[src/rtl/xfc_pkg.sv]
package xfc_pkg;
    localparam int unsigned TYPES    = 7;
    localparam int unsigned CLR_BIT  = 12;
    localparam int unsigned OFF_CTRL = 'h00;
    localparam int unsigned OFF_EN   = 'h04;
    localparam int unsigned OFF_STAT = 'h08;
    localparam int unsigned OFF_SLOT = 'h10;
    localparam int unsigned SLOT_STEP = 'h10;
    localparam int unsigned SUB_VA   = 'h0;
    localparam int unsigned SUB_PA   = 'h4;
    localparam int unsigned SUB_RID  = 'h8;

    typedef enum logic [2:0] {
        FT_XLATE   = 3'd0,
        FT_MHIT    = 3'd1,
        FT_BAD_PA  = 3'd2,
        FT_REPLACE = 3'd3,
        FT_MISS    = 3'd4,
        FT_MISSQ   = 3'd5,
        FT_PREFQ   = 3'd6
    } fault_type_e;
endpackage

[src/rtl/xfc_rid_pack.sv]
module xfc_rid_pack #(
    parameter int RID_W = 12,
    parameter bit ALT   = 1'b0
) (
    input  logic [4:0]       port_i,
    input  logic [2:0]       grp_i,
    input  logic [1:0]       sub_i,
    output logic [RID_W-1:0] rid_o
);
    generate
        if (ALT) begin : g_alt
            assign rid_o = RID_W'({grp_i, sub_i, port_i, 2'b00});
        end else begin : g_std
            logic unused_sub;
            assign unused_sub = ^sub_i;
            assign rid_o = RID_W'({grp_i, port_i, 2'b00});
        end
    endgenerate
endmodule

[src/rtl/xfc_slot.sv]
module xfc_slot #(
    parameter int NT    = 7,
    parameter int AW    = 32,
    parameter int RID_W = 12
) (
    input  logic             clk,
    input  logic             rst_n,
    input  logic             clr_i,
    input  logic [NT-1:0]    en_i,
    input  logic [NT-1:0]    flt_i,
    input  logic [AW-3:0]    va_hi_i,
    input  logic [AW-1:0]    pa_i,
    input  logic             wr_i,
    input  logic             layer_i,
    input  logic [RID_W-1:0] rid_i,
    output logic [NT-1:0]    status_o,
    output logic [AW-1:0]    va_o,
    output logic [AW-1:0]    pa_o,
    output logic [RID_W-1:0] rid_o
);
    typedef struct packed {
        logic [NT-1:0]    status;
        logic [AW-1:0]    va;
        logic [AW-1:0]    pa;
        logic [RID_W-1:0] rid;
    } slot_s;

    slot_s slot_d, slot_q;
    logic [NT-1:0] base_w, hit_w;

    always_comb begin
        slot_d = slot_q;
        base_w = clr_i ? '0 : slot_q.status;
        hit_w  = flt_i & en_i;
        slot_d.status = base_w | hit_w;
        if (base_w == '0 && hit_w != '0) begin
            slot_d.va  = {va_hi_i, wr_i, layer_i};
            slot_d.pa  = pa_i;
            slot_d.rid = rid_i;
        end
    end

    always_ff @(posedge clk or negedge rst_n) begin
        if (!rst_n) slot_q <= '0;
        else        slot_q <= slot_d;
    end

    assign status_o = slot_q.status;
    assign va_o     = slot_q.va;
    assign pa_o     = slot_q.pa;
    assign rid_o    = slot_q.rid;
endmodule

[src/rtl/xfc_top.sv]
module xfc_top #(
    parameter int NUM_INST = 2,
    parameter int NT       = 7,
    parameter int AW       = 32,
    parameter int DW       = 32,
    parameter int ADDR_W   = 8,
    parameter int RID_W    = 12,
    parameter bit ALT_RID  = 1'b0
) (
    input  logic                     clk,
    input  logic                     rst_n,
    input  logic [NUM_INST*NT-1:0]   flt_vec,
    input  logic [NUM_INST*(AW-2)-1:0] flt_va,
    input  logic [NUM_INST*AW-1:0]   flt_pa,
    input  logic [NUM_INST-1:0]      flt_wr,
    input  logic [NUM_INST-1:0]      flt_layer,
    input  logic [NUM_INST*5-1:0]    flt_port,
    input  logic [NUM_INST*3-1:0]    flt_grp,
    input  logic [NUM_INST*2-1:0]    flt_sub,
    input  logic                     reg_en,
    input  logic                     reg_we,
    input  logic [ADDR_W-1:0]        reg_addr,
    input  logic [DW-1:0]            reg_wdata,
    output logic [DW-1:0]            reg_rdata,
    output logic                     irq
);
    import xfc_pkg::*;

    localparam int SW = NUM_INST * NT;
    localparam logic [DW-1:0] CLR_MASK = DW'(1) << CLR_BIT;

    typedef struct packed {
        logic [DW-1:0] ctrl;
        logic [SW-1:0] en;
    } cfg_s;

    cfg_s cfg_d, cfg_q;
    logic clr_w, wr_ctrl, wr_en;
    logic [SW-1:0]       status_all;
    logic [SW-1:0]       en_q;
    logic [NUM_INST*AW-1:0] va_flat;
    logic [NUM_INST*AW-1:0] pa_flat;
    logic [NUM_INST*RID_W-1:0] rid_flat;

    assign wr_ctrl = reg_en && reg_we && (reg_addr == ADDR_W'(OFF_CTRL));
    assign wr_en   = reg_en && reg_we && (reg_addr == ADDR_W'(OFF_EN));
    assign clr_w   = wr_ctrl && reg_wdata[CLR_BIT];

    always_comb begin
        cfg_d = cfg_q;
        if (wr_ctrl) cfg_d.ctrl = reg_wdata & ~CLR_MASK;
        if (wr_en)   cfg_d.en   = reg_wdata[SW-1:0];
    end

    always_ff @(posedge clk or negedge rst_n) begin
        if (!rst_n) cfg_q <= '0;
        else        cfg_q <= cfg_d;
    end

    assign en_q = cfg_q.en;

    generate
        for (genvar k = 0; k < NUM_INST; k++) begin : g_inst
            logic [RID_W-1:0] rid_w;
            xfc_rid_pack #(.RID_W(RID_W), .ALT(ALT_RID)) u_rid (
                .port_i (flt_port[k*5 +: 5]),
                .grp_i  (flt_grp[k*3 +: 3]),
                .sub_i  (flt_sub[k*2 +: 2]),
                .rid_o  (rid_w)
            );
            xfc_slot #(.NT(NT), .AW(AW), .RID_W(RID_W)) u_slot (
                .clk      (clk),
                .rst_n    (rst_n),
                .clr_i    (clr_w),
                .en_i     (cfg_q.en[k*NT +: NT]),
                .flt_i    (flt_vec[k*NT +: NT]),
                .va_hi_i  (flt_va[k*(AW-2) +: (AW-2)]),
                .pa_i     (flt_pa[k*AW +: AW]),
                .wr_i     (flt_wr[k]),
                .layer_i  (flt_layer[k]),
                .rid_i    (rid_w),
                .status_o (status_all[k*NT +: NT]),
                .va_o     (va_flat[k*AW +: AW]),
                .pa_o     (pa_flat[k*AW +: AW]),
                .rid_o    (rid_flat[k*RID_W +: RID_W])
            );
        end
    endgenerate

    always_comb begin
        reg_rdata = '0;
        if (reg_en && !reg_we) begin
            if (reg_addr == ADDR_W'(OFF_CTRL)) reg_rdata = cfg_q.ctrl;
            if (reg_addr == ADDR_W'(OFF_EN))   reg_rdata = DW'(cfg_q.en);
            if (reg_addr == ADDR_W'(OFF_STAT)) reg_rdata = DW'(status_all);
            for (int k = 0; k < NUM_INST; k++) begin
                if (reg_addr == ADDR_W'(OFF_SLOT + k*SLOT_STEP + SUB_VA))
                    reg_rdata = DW'(va_flat[k*AW +: AW]);
                if (reg_addr == ADDR_W'(OFF_SLOT + k*SLOT_STEP + SUB_PA))
                    reg_rdata = DW'(pa_flat[k*AW +: AW]);
                if (reg_addr == ADDR_W'(OFF_SLOT + k*SLOT_STEP + SUB_RID))
                    reg_rdata = DW'(rid_flat[k*RID_W +: RID_W]);
            end
        end
    end

    assign irq = |status_all;
endmodule

[config.mk]
export PLATFORM = sky130hd
export DESIGN_NAME = xfc_top
export DESIGN_NICKNAME = d
export VERILOG_FILES = /design/src/rtl/xfc_pkg.sv /design/src/rtl/xfc_rid_pack.sv /design/src/rtl/xfc_slot.sv /design/src/rtl/xfc_top.sv
export SDC_FILE = /design/constraint.sdc
export NUM_CORES = 1
export LEC_CHECK = 0
export CORE_UTILIZATION = 50
export DETAILED_ROUTE_END_ITERATION = 10
export PLACE_DENSITY = 0.81
export SYNTH_ARGS = -nofsm -noshare
export SYNTH_HDL_FRONTEND = slang
export SYNTH_SLANG_ARGS = --single-unit
[constraint.sdc]
create_clock -name clk -period 5.4 [get_ports clk]
set_clock_uncertainty 0.05 [all_clocks]
set_input_delay 1.62 -clock clk [delete_from_list [all_inputs] [get_ports clk]]
set_output_delay 1.62 -clock clk [all_outputs]
set_load 0.02 [all_outputs]
=== Yosys cells after proc, flatten, opt, wreduce, memory -nomap -nowiden ===
Cells that the tools add are included.

* Register bits: 203
* Bits of input ports: 206
* Output and inout port bits: 33
* Word-level logic and storage cells: 48

* Eq/ne operators: 8
* Multiplexer cells: 12
* Bitwise logic cells: 4
* Reductions and logical operators: 14

{| class="wikitable"
|+ Operators by type and width
! operator !! count
|-
| $mux 32 || 10
|-
| $eq 8x5->1 const B || 3
|-
| $eq 8x6->1 const B || 3
|-
| $and 7x7->7 || 2
|-
| $logic_not 7->1 || 2
|-
| $mux 7 || 2
|-
| $or 7x7->7 || 2
|-
| $reduce_bool 7->1 || 2
|-
| $reduce_or 14->1 || 1
|-
| $eq 8x3->1 const B || 1
|-
| $eq 8x4->1 const B || 1
|-
| $logic_not 8->1 || 1
|-
| $logic_and 1x1->1 || 7
|-
| $logic_not 1->1 || 1
|}

=== Logic depth before layout (Yosys ltp) ===
* Depth after elaboration: 11
* Depth in mapped cells: 8
* Mapped depth without buffers: 5

=== Modules after synthesis ===
A second synthesis with hierarchy kept.

* Cells, all modules: 897
* Area, all modules: 10712.8 um^2

{| class="wikitable"
|+ Modules (own cells, without submodules)
! module !! instances !! cells each !! area each (um^2) !! seq. area each (um^2)
|-
| xfc_slot || 2 || 193 || 3131.8 || 2077.0
|-
| xfc_top || 1 || 485 || 4261.6 || 1126.1
|-
| xfc_rid_pack || 2 || 13 || 93.8 || 0.0
|}

=== Least setup slack after synthesis ===
OpenSTA, ideal clock, no wires.

* Path type: input to output
* From: input port reg_addr[5]
* To: output port reg_rdata[20]
* Arrival: 3.676 ns
* Required time: 3.730 ns
* Slack: 0.054 ns
* Stages: 6
* Path buffers: 1
* Cells stage by stage: nor3_1 -> nand2_1 -> nor2_1 -> clkbuf_1 -> o211ai_1 -> a221oi_1

* Word-level cells in the longest chain between the ends: 11
* Elaborated cells between the ends (all ways): 19
* Classes of those cells: eq/ne (8); mux (10); reduce/logical (1)

{| class="wikitable"
|+ RTL lines
! what !! RTL line !! text
|-
| start, declared || xfc_top.sv:22 || <nowiki>input logic [ADDR_W-1:0] reg_addr,</nowiki>
|-
| $logic_not 8->1 || xfc_top.sv:93 || <nowiki>if (reg_addr == ADDR_W'(OFF_CTRL)) reg_rdata = cfg_q.ctrl;</nowiki>
|-
| $mux 32 || xfc_top.sv:93 ||
|-
| $mux 32 || xfc_top.sv:94 || <nowiki>if (reg_addr == ADDR_W'(OFF_EN)) reg_rdata = DW'(cfg_q.en);</nowiki>
|-
| $mux 32 || xfc_top.sv:95 || <nowiki>if (reg_addr == ADDR_W'(OFF_STAT)) reg_rdata = DW'(status_all);</nowiki>
|-
| $mux 32 || xfc_top.sv:97 || <nowiki>if (reg_addr == ADDR_W'(OFF_SLOT + k*SLOT_STEP + SUB_VA))</nowiki>
|-
| $mux 32 || xfc_top.sv:99 || <nowiki>if (reg_addr == ADDR_W'(OFF_SLOT + k*SLOT_STEP + SUB_PA))</nowiki>
|-
| $mux 32 || xfc_top.sv:101 || <nowiki>if (reg_addr == ADDR_W'(OFF_SLOT + k*SLOT_STEP + SUB_RID))</nowiki>
|-
| $mux 32 || xfc_top.sv:97 ||
|-
| $mux 32 || xfc_top.sv:99 ||
|-
| $mux 32 (*) || xfc_top.sv:101 ||
|-
| $mux 32 (*) || xfc_top.sv:92 || <nowiki>if (reg_en && !reg_we) begin</nowiki>
|-
| end, declared || xfc_top.sv:24 || <nowiki>output logic [DW-1:0] reg_rdata,</nowiki>
|}

Every way passes the cells marked *; elsewhere a longest branch is shown, timed or not.

=== Worst setup path in the final report ===
* From: input port reg_addr[6]
* To: output port reg_rdata[6]

The elaborated chain is that of the path after synthesis.

==> metrics <==
vias per std cell=around 6; Initial Util=51.6%; sequence of cells on the critical path=dlygate4sd2_1, or4_4, or3b_4, a21o_4, a2bb2oi_1, a221oi_1, buf_2; syn_nets=about 1.0k; CTS tree=done; total gr overflow=0; Max Freq=between 150 and 200 MHz; max_slew headroom=between 40 and 50%; final worst-path cycle share=between 90% and 100%; synth unique cells=between 40 and 50; CTS Buf Count=23; post-layout util=72.7%; Cell Rows=50; cts hold-fix bufs=0; register area=approximately 5100 µm²; Peak VDD IR=0.260 mV; layout net count=1323; Global Route Usage Sum=a little under a third; CP delay by family, top=simple AND/OR/NAND/NOR gates; Least-Margin Pin Slew=between 0.7 and 0.8 ns; Slowest-stage cell, CP=or4_4; WHS Path Cells=1; Die Wd=about 140 µm; power per cell area=approximately 270 nW/µm²; die area=approximately 20000 µm²; placed wire-length estimate=around 21000 µm; crit start category=input port; Seq/Total Area, Yosys=approximately 52%; Setup CP Type=in -> out; Post-Syn Instances=~840; htree depth=1; synth warn=0; IO Count=between 200 and 250; Final Critical Period=5.36 ns; vias in the first global route=8425; syn_area_per_cell=11.6 µm²; Synth Register Bits=between 200 and 250; commonest non-fill, non-tap cell in the layout=dfrtp_1; Max FO, Critical Path=6; core area=about 19000 µm²; Antenna Nets Post-Route=0; clock transition at the registers of the reported paths=0.06 ns; WL per Instance=~21 µm; clock latency on the worst-skew pair=roughly 0.50 ns; Multi-input gate area=~4600 µm²; Final Power=approximately 0.0037 W; CTS Root Cell=clkbuf_16; area growth from synthesis to layout=40.7%; Buf/Inv on CP=2; layout cell share with drive strength beyond 1=roughly 29%; PortBufs=234; largest net degree at the start of global routing=112; Hold Slack=around 0.44 ns; initial antenna violation count=6; filler cell count=approximately 1.4k; detailed-route DRC error count=0; status=finished clean; Req. time, crit path=approximately 3.7 ns; Clock Tree Buf Depth=3; max-slew violations=0; global-route wire length before repair=approximately 46000 µm; stages on the worst setup path=7; max-capacitance violation count=0; final hold violations=0; WL final=roughly 30000 µm; Post-Syn Area=about 10000 µm²; DRT Pass-1 Iters=5; placer congestion estimate=just over 0.9; vias post-DR=around 8k; Die Height=~140 µm; most frequent cells in the layout=dfrtp_1 (203), clkdlybuf4s50_1 (193), mux2_2 (160); DR iter-0 viols=between 600 and 700; Lkg Pwr=slightly above 6 nW; max incr delay on CP=0.56 ns; Final setup viols=0; r2r worst-path depth=5; CTS sink count=approximately 200; Critical Path AT=3.69 ns; Hold Crit Class=reg -> reg; Crit. End Element=primary output
[layer usage]
metal / share of wire (%) / global-route usage [%] / wire length, µm / vias up
met5: 0.044 / 0 / 13 / -
met1: 43 / 41.7 / 12700 / 3999
met4: 4.9 / 15.0 / 1460 / 2
li1: - / - / - / 3669
met2: 45 / 46.2 / 13500 / 396
met3: 7.2 / 5.30 / 2140 / 112
[flip-flops by register name, summed over array words and instances, names as in the netlist]
| name | count |
|---|---|
| cfg_q | 31 |
| en_q | 14 |
| g_inst.u_slot.pa_o | 64 |
| g_inst.u_slot.rid_o | 16 |
| g_inst.u_slot.status_o | 14 |
| g_inst.u_slot.va_o | 64 |
[cell usage after synthesis (all sizes together)]
cell type | number | area share (%)
dfrtp | 203 | 52
mux2 | 185 | 21
nand2 | 93 | 3.6
o21ai | 58 | 3.0
clkbuf | 41 | 1.6
nor2 | 31 | 1.2
a221oi | 23 | 2.1
buf | 21 | 0.99
a21o | 19 | 1.5
o211ai | 19 | 1.5
o22ai | 18 | 1.2
a21oi | 15 | 0.77
a22o | 14 | 1.3
a2bb2oi | 11 | 0.99
mux2i | 10 | 1.0
nor3 | 8 | 0.41
nand2b | 7 | 0.45
or2 | 7 | 0.45
nand3 | 6 | 0.31
a22oi | 5 | 0.38
a211oi | 4 | 0.31
inv | 4 | 0.15
nor4 | 4 | 0.47
o221ai | 4 | 0.36
o2bb2ai | 4 | 0.36
a32oi | 3 | 0.42
nor2b | 3 | 0.19
or3 | 3 | 0.19
a222oi | 2 | 0.21
nor4b | 2 | 0.18
o211a | 2 | 0.21
o21a | 2 | 0.15
or3b | 2 | 0.18
or4 | 2 | 0.19
a31oi | 1 | 0.064
nand4 | 1 | 0.064
nor3b | 1 | 0.077
o21bai | 1 | 0.077
o32a | 1 | 0.10
or4b | 1 | 0.10
[power by group]
part | internal [W] | switching [W]
Sequential | 0.00166 | 0.0000876
Clock | 0.000850 | 0.000602
Combinational | 0.000291 | 0.000203
[stage by stage]
stage	instance area, µm²	setup slack, ns	instances	TNS [ns]
detailed placement	13000	-0.804	1351	-16.50
global route	13700	-0.0402	1396	-0.0407
global placement	13000	-0.805	1351	-15.56
floorplan	9750	0.0537	841	0
finish	13700	0.0402	1396	0
CTS	13700	0.0410	1391	0
[cells by family after synthesis]
logic type / share of synthesized area, %
AO/OA/AOI/OAI: 14.8
buffers and inverters: 2.72
flip-flops: 52.1
multiplexers: 22.4
AND/OR/NAND/NOR: 8.04
[what timing repair did]
item / in CTS / in global routing
resized for setup: 114 / 9
buffers inserted: 1 / 0
endpoints found under the setup margin: 32 / 7
pin swaps: 9 / 8
cloned: 0 / 0
[final timing paths]
path,end,from,slack (ns)
setup / recovery,reg_rdata[6],reg_addr[6],0.04
hold / removal,g_inst[1].u_slot.pa_o[25],g_inst[1].u_slot.pa_o[25],0.44
setup reg to reg,g_inst[1].u_slot.pa_o[29],g_inst[1].u_slot.status_o[3],3.06
hold reg to reg,g_inst[1].u_slot.pa_o[25],g_inst[1].u_slot.pa_o[25],0.44
max in group asynchronous,g_inst[1].u_slot.pa_o[20],rst_n,3.11
min in group asynchronous,cfg_q[18],rst_n,1.12
[cell type report]
cell class / instances / share of cell area, %
flip-flops and latches: 203 / 37.0
multi-input cells: 572 / 33.3
repair buffers: 313 / 22.1
clock buffers: 36 / 4.91
well taps: 260 / 2.37
clock inverters: 3 / 0.109
inverters: 4 / 0.109
diodes: 5 / 0.0911
Note: power is estimated with default switching activity, not from simulation.
